===== config.mk =====
export PLATFORM = sky130hd
export DESIGN_NAME = tpo_formatter
export DESIGN_NICKNAME = d
export VERILOG_FILES = /design/src/rtl/tpo_pkg.sv /design/src/rtl/tpo_slot_timer.sv /design/src/rtl/tpo_shifter.sv /design/src/rtl/tpo_errflag.sv /design/src/rtl/tpo_formatter.sv
export SDC_FILE = /design/constraint.sdc
export NUM_CORES = 1
export LEC_CHECK = 0
export CORE_UTILIZATION = 39
export CTS_CLUSTER_DIAMETER = 150
export DETAILED_ROUTE_END_ITERATION = 10
export PLACE_DENSITY = 0.74
export SYNTH_ARGS = -nofsm -noshare
export SYNTH_HDL_FRONTEND = slang
export SYNTH_SLANG_ARGS = --single-unit

===== constraint.sdc =====
create_clock -name clk -period 1.5 [get_ports clk]
set_input_delay 0.3 -clock clk [delete_from_list [all_inputs] [get_ports clk]]
set_output_delay 0.3 -clock clk [all_outputs]
set_load 0.05 [all_outputs]

===== src/rtl/tpo_pkg.sv =====
package tpo_pkg;

    localparam int BYTE_W = 8;

    // Byte held in the output stage with its packet markers.
    typedef struct packed {
        logic [BYTE_W-1:0] data;
        logic              sop;
        logic              bad;
    } tpo_byte_t;

    typedef enum logic {
        ERR_WHOLE_PKT = 1'b0,
        ERR_GOOD_HIGH = 1'b1
    } tpo_err_mode_e;

    // Raw block-error level before polarity inversion.
    function automatic logic tpo_err_level(
        input tpo_err_mode_e mode,
        input logic          valid,
        input logic          pkt_bad,
        input logic          first_bad,
        input logic          lock_ok
    );
        logic lvl;
        if (mode == ERR_WHOLE_PKT)
            lvl = valid & pkt_bad;
        else
            lvl = lock_ok & ~first_bad;
        return lvl;
    endfunction

endpackage


===== src/rtl/tpo_slot_timer.sv =====
module tpo_slot_timer #(
    parameter int DATA_W = 8,
    localparam int CNT_W = (DATA_W > 1) ? $clog2(DATA_W) : 1,
    localparam logic [CNT_W-1:0] LAST_BIT = CNT_W'(DATA_W - 1)
) (
    input  logic clk,
    input  logic rst,
    input  logic serial,
    input  logic take,
    output logic phase,
    output logic at_boundary,
    output logic ready
);

    logic             phase_q;
    logic [CNT_W-1:0] bit_q;

    always_ff @(posedge clk) begin
        if (rst) begin
            phase_q <= 1'b0;
            bit_q   <= LAST_BIT;
        end else begin
            phase_q <= ~phase_q;
            if (phase_q) begin
                if (!serial)
                    bit_q <= LAST_BIT;
                else if (bit_q == LAST_BIT)
                    bit_q <= take ? '0 : LAST_BIT;
                else
                    bit_q <= bit_q + 1'b1;
            end
        end
    end

    assign phase       = phase_q;
    assign at_boundary = ~serial | (bit_q == LAST_BIT);
    assign ready       = phase_q & at_boundary;

endmodule


===== src/rtl/tpo_shifter.sv =====
module tpo_shifter
    import tpo_pkg::*;
#(
    parameter int DATA_W = 8
) (
    input  logic              clk,
    input  logic              rst,
    input  logic              serial,
    input  logic              phase,
    input  logic              at_boundary,
    input  logic              take,
    input  logic [DATA_W-1:0] in_data,
    input  logic              in_sop,
    output logic [DATA_W-1:0] bus,
    output logic              valid,
    output logic              start
);

    logic [DATA_W-1:0] sh_q;
    logic              valid_q;
    logic              start_q;

    always_ff @(posedge clk) begin
        if (rst) begin
            sh_q    <= '0;
            valid_q <= 1'b0;
            start_q <= 1'b0;
        end else if (phase) begin
            if (take) begin
                sh_q    <= in_data;
                valid_q <= 1'b1;
                start_q <= in_sop;
            end else if (!at_boundary) begin
                sh_q    <= {sh_q[DATA_W-2:0], 1'b0};
                start_q <= 1'b0;
            end else begin
                valid_q <= 1'b0;
                start_q <= 1'b0;
            end
        end
    end

    generate
        if (DATA_W > 1) begin : g_wide
            assign bus = serial ? {{(DATA_W-1){1'b0}}, sh_q[DATA_W-1]} : sh_q;
        end else begin : g_narrow
            assign bus = sh_q;
        end
    endgenerate

    assign valid = valid_q;
    assign start = start_q;

endmodule


===== src/rtl/tpo_errflag.sv =====
module tpo_errflag
    import tpo_pkg::*;
(
    input  logic clk,
    input  logic rst,
    input  logic phase,
    input  logic at_boundary,
    input  logic take,
    input  logic in_sop,
    input  logic in_uncorr,
    input  logic in_lock,
    input  logic valid,
    input  logic mode,
    input  logic invert,
    output logic err
);

    logic pkt_bad_q;
    logic first_bad_q;
    logic lock_q;

    always_ff @(posedge clk) begin
        if (rst) begin
            pkt_bad_q   <= 1'b0;
            first_bad_q <= 1'b0;
            lock_q      <= 1'b0;
        end else begin
            lock_q <= in_lock;
            if (phase && take) begin
                if (in_sop)
                    pkt_bad_q <= in_uncorr;
                first_bad_q <= in_sop & in_uncorr;
            end else if (phase && at_boundary) begin
                first_bad_q <= 1'b0;
            end
        end
    end

    assign err = invert ^ tpo_err_level(tpo_err_mode_e'(mode), valid,
                                        pkt_bad_q, first_bad_q, lock_q);

endmodule


===== src/rtl/tpo_formatter.sv =====
module tpo_formatter
    import tpo_pkg::*;
#(
    parameter int DATA_W = BYTE_W
) (
    input  logic              clk,
    input  logic              rst,
    input  logic              in_valid,
    input  logic [DATA_W-1:0] in_data,
    input  logic              in_sop,
    input  logic              in_uncorr,
    input  logic              in_lock,
    output logic              in_ready,
    input  logic              cfg_serial,
    input  logic              cfg_clk_inv,
    input  logic              cfg_err_inv,
    input  logic              cfg_err_mode,
    output logic [DATA_W-1:0] out_data,
    output logic              out_clk,
    output logic              out_start,
    output logic              out_valid,
    output logic              out_err
);

    logic phase;
    logic at_boundary;
    logic ready;
    logic take;
    logic valid;

    assign take = ready & in_valid;

    tpo_slot_timer #(.DATA_W(DATA_W)) timer_i (
        .clk         (clk),
        .rst         (rst),
        .serial      (cfg_serial),
        .take        (take),
        .phase       (phase),
        .at_boundary (at_boundary),
        .ready       (ready)
    );

    tpo_shifter #(.DATA_W(DATA_W)) shift_i (
        .clk         (clk),
        .rst         (rst),
        .serial      (cfg_serial),
        .phase       (phase),
        .at_boundary (at_boundary),
        .take        (take),
        .in_data     (in_data),
        .in_sop      (in_sop),
        .bus         (out_data),
        .valid       (valid),
        .start       (out_start)
    );

    tpo_errflag err_i (
        .clk         (clk),
        .rst         (rst),
        .phase       (phase),
        .at_boundary (at_boundary),
        .take        (take),
        .in_sop      (in_sop),
        .in_uncorr   (in_uncorr),
        .in_lock     (in_lock),
        .valid       (valid),
        .mode        (cfg_err_mode),
        .invert      (cfg_err_inv),
        .err         (out_err)
    );

    assign out_valid = valid;
    assign out_clk   = phase ^ cfg_clk_inv;
    assign in_ready  = ready;

endmodule


==> results.ini <==
[run_status]
status = finished with violations
violations = setup timing

[timing]
worstMarginPinSlew_ns = 0.4005
tns_ns = -1.212
drv_slew = 0
grt_setup_unrepaired = yes
setup_ws_ns = -0.1739
skew_ns = 0.002848
hold_viol = 0
fmax_mhz = 597.4
setup_viol = 10
fin_crit_sh_pct = 111.6
slew-limit-headroom_pct = 73.10
finalWorstPathRequiredPeriod_ns = 1.674

[synthesis]
seq_area_frac_synth_pct = 38.53
synth_edf_count = 0
syn_inst = 102
async_flop_share_pct = 0
yosysWarningCount = 0
avgSynthCellArea_um2 = 8.660
syn_nets = 122
netlist_area_um2 = 883.3
synth.most_common_cell = dfxtp_1
synthTopCellsByCount = 17 x dfxtp_1, 16 x nor2_1, 11 x nor3_1
yosys.area.top_type = dfxtp_1
synthTopCellsByArea = dfxtp_1 39%, a2111oi_2 12%, nor2_1 6.8%
synth_flop_cell = dfxtp_1
yosys.area.top_type_share_pct = 38.53
synth_cell_types = 28
ys_seq_elements = 17

[worst_setup_path]
critPathMaxFanout = 6
rr_endpoint = shift_i.sh_q[1]$_SDFFE_PP0P_
end_kind = flop
path_class = flop to flop
regToRegStartpoint = timer_i.bit_q[0]$_SDFFE_PP1P_
r2r_cells = 8
r2r_setup_slack_ns = -0.17
worstPathArrival_ns = 1.87
required_ns = 1.70
crit_path_start_kind = flop

[clocking]
cts_buffers = 3
tritoncts = yes
cts_sinks = 17
clkLatencyLatePin_ns = 0.30
clockBufferDepth = 2
clk_pin_slew_worst_paths_ns = 0.10
htree_num_levels = 1
cts-root-buf = clkbuf_4
cts_hold_buf = 0

[drt]
drc = 0
dr.max_layer_used = met4
post_drt_wl_per_cell_um = 16.86
wirelength_mm = 3.068
drt_first_pass_iters = 5
vias = 995
vias_per_cell = 5.467
dr_wl_met3_um = 105
wl_met1_mm = 1.324
wl_met2_mm = 1.589
ant_nets = 0
drt_first_iter_violations = 22

[place]
hpwlAfterDp_mm = 1.753
globalplace.congestion = 0.7646
portBuffers = 30
dp_cells = 168

[layout]
diodes = 0
area_growth_pct = 95.47
drive_above_1_share_pct = 47.10
num-nets-final = 176
stdcell_count = 182

[grt]
antenna_found_initial = 0
gr-usage-all-layers_pct = 20.79
grt_pass1_vias = 919
grt_pass1_wl_mm = 3.864
grt-ovfl-total = 0
grt_max_degree = 10

[floorplanning]
rows = 16
ioPinCount = 31
placeableCoreArea_um2 = 2042
die_x_um = 49.59
dieArea_um2 = 2459
fp.dieH_um = 49.59
initial_core_util_pct = 43.26

[hold_path]
holdCritPathClass = flop to flop
hold_depth = 2
whs_endpoint = shift_i.start$_SDFFE_PP0P_
hold_start = shift_i.start$_SDFFE_PP0P_

[power]
clockPowerShare_pct = 20.3
combinationalPowerShare_pct = 40.0
p_int_uw = 837.1
power_density_nw_per_um2 = 731.2
swShare_pct = 33.69
p_sw_uw = 425.4
seq_power_share_pct = 39.7
power_leakage_uw = 0.0006886
ir_drop_uv = 611.8

[job]
max_cap_viol_count = 0

==> flip-flops by register name, indices dropped and copies added (netlist names) <==
| signal | cells |
|---|---|
| err_i.first_bad_q | 1 |
| timer_i.bit_q | 3 |
| shift_i.valid | 1 |
| shift_i.sh_q | 8 |
| err_i.pkt_bad_q | 1 |
| timer_i.phase | 1 |
| shift_i.start | 1 |
| err_i.lock_q | 1 |
==> cells in the final DEF, fill, tap and decap left out, types with 2 or more instances in the layout <==
master           synthesis  final
nor3_1                  11      7
nor3_2                   0      3
nand2b_1                 3      2
buf_12                   0     11
buf_4                    0     20
inv_1                    9      9
a2111oi_4                0      5
dlygate4sd2_1            0      2
a21oi_1                  7      6
buf_6                    1      5
nand2_1                  4      3
dfxtp_2                  0      5
nor2_1                  16     14
clkdlybuf4s50_1          0     14
a2111oi_2                7      2
nor2_4                   0      2
o21ai_1                  3      2
nor2b_4                  1      2
ha_4                     0      2
clkbuf_4                 0      3
o21ai_4                  1      2
dfxtp_1                 17     12
nand2_2                  1      2
==> power by group through the flow <==
stage / sequential (µW) / combinational [µW] / clock, µW
detailed placement: 506 / 402 / 0
CTS: 497 / 430 / 259
finish: 502 / 505 / 256
global route: 504 / 529 / 285
floorplan: 510 / 207 / 0
global placement: 505 / 394 / 0
==> how the worst max path moves through the flow <==
stage | from | endpoint | slack [ns] | cells past startpoint
after detailed placement | cfg_serial | shift_i.sh_q[1]$_SDFFE_PP0P_ | -0.30 | 5
after CTS | timer_i.bit_q[0]$_SDFFE_PP1P_ | in_ready | -0.17 | 6
final | timer_i.bit_q[0]$_SDFFE_PP1P_ | shift_i.sh_q[1]$_SDFFE_PP0P_ | -0.17 | 8
after global routing | timer_i.bit_q[0]$_SDFFE_PP1P_ | shift_i.sh_q[5]$_SDFFE_PP0P_ | -0.25 | 8
after floorplan | shift_i.valid$_SDFFE_PP0P_ | out_err | -0.01 | 3
after global placement | cfg_serial | in_ready | -0.21 | 5
==> cell type report <==
type | instances | area, µm²
Multi-Input combinational cell | 70 | 670.6
Timing Repair Buffer | 54 | 611.8
Sequential cell | 17 | 346.6
Fill cell | 106 | 315.3
Inverter | 10 | 37.54
Tap cell | 27 | 33.78
Clock buffer | 4 | 26.28
==> critical path: stages (launching register included) <==
cell	delay [ns]
dfxtp_2	0.35
ha_4	0.16
ha_4	0.16
nor2b_4	0.12
buf_4	0.12
buf_6	0.11
o21ai_4	0.09
buf_6	0.15
a2111oi_4	0.30
==> through the flow <==
step	worst slack, ns	total power [µW]	util [%]	hold slack (ns)	instance area [µm²]
finish	-0.1739	1262	84.56	0.5175	1727
global route	-0.2465	1318	84.56	0.5463	1727
CTS	-0.1685	1186	75.55	0.4851	1543
detailed placement	-0.2979	907.8	70.10	0.4692	1431
global placement	-0.2078	898.9	70.10	0.4656	1431
floorplan	-0.01156	716.9	-	0.4282	918.4
==> repair_timing <==
item / 4_1_cts / 5_1_grt
endpoints found under the hold margin: 0 / 0
setup buffers: 4 / 8
setup endpoints to repair: 23 / 16
pin swaps: 10 / 13
gates resized for setup: 16 / 23
==> routing by layer <==
| layer | up-vias | track usage (%) |
|---|---|---|
| met5 | - | 0 |
| met4 | 0 | 8.571 |
| met3 | 7 | 3.086 |
| met2 | 39 | 37.39 |
| met1 | 496 | 24.20 |
| li1 | 453 | - |
==> kinds of logic (layout without fill, tap and decap cells) <==
group	Yosys count	in the layout	synth area share [%]
AND/OR/NAND/NOR	45	45	26.35
XOR/XNOR	2	2	1.983
buffers and inverters	15	68	7.790
adder cells (fa/ha/maj)	2	2	2.832
AO/OA/AOI/OAI	20	20	21.25
flip-flops	17	17	38.53
multiplexers	1	1	1.275
Power figures use the tool's default switching activity.
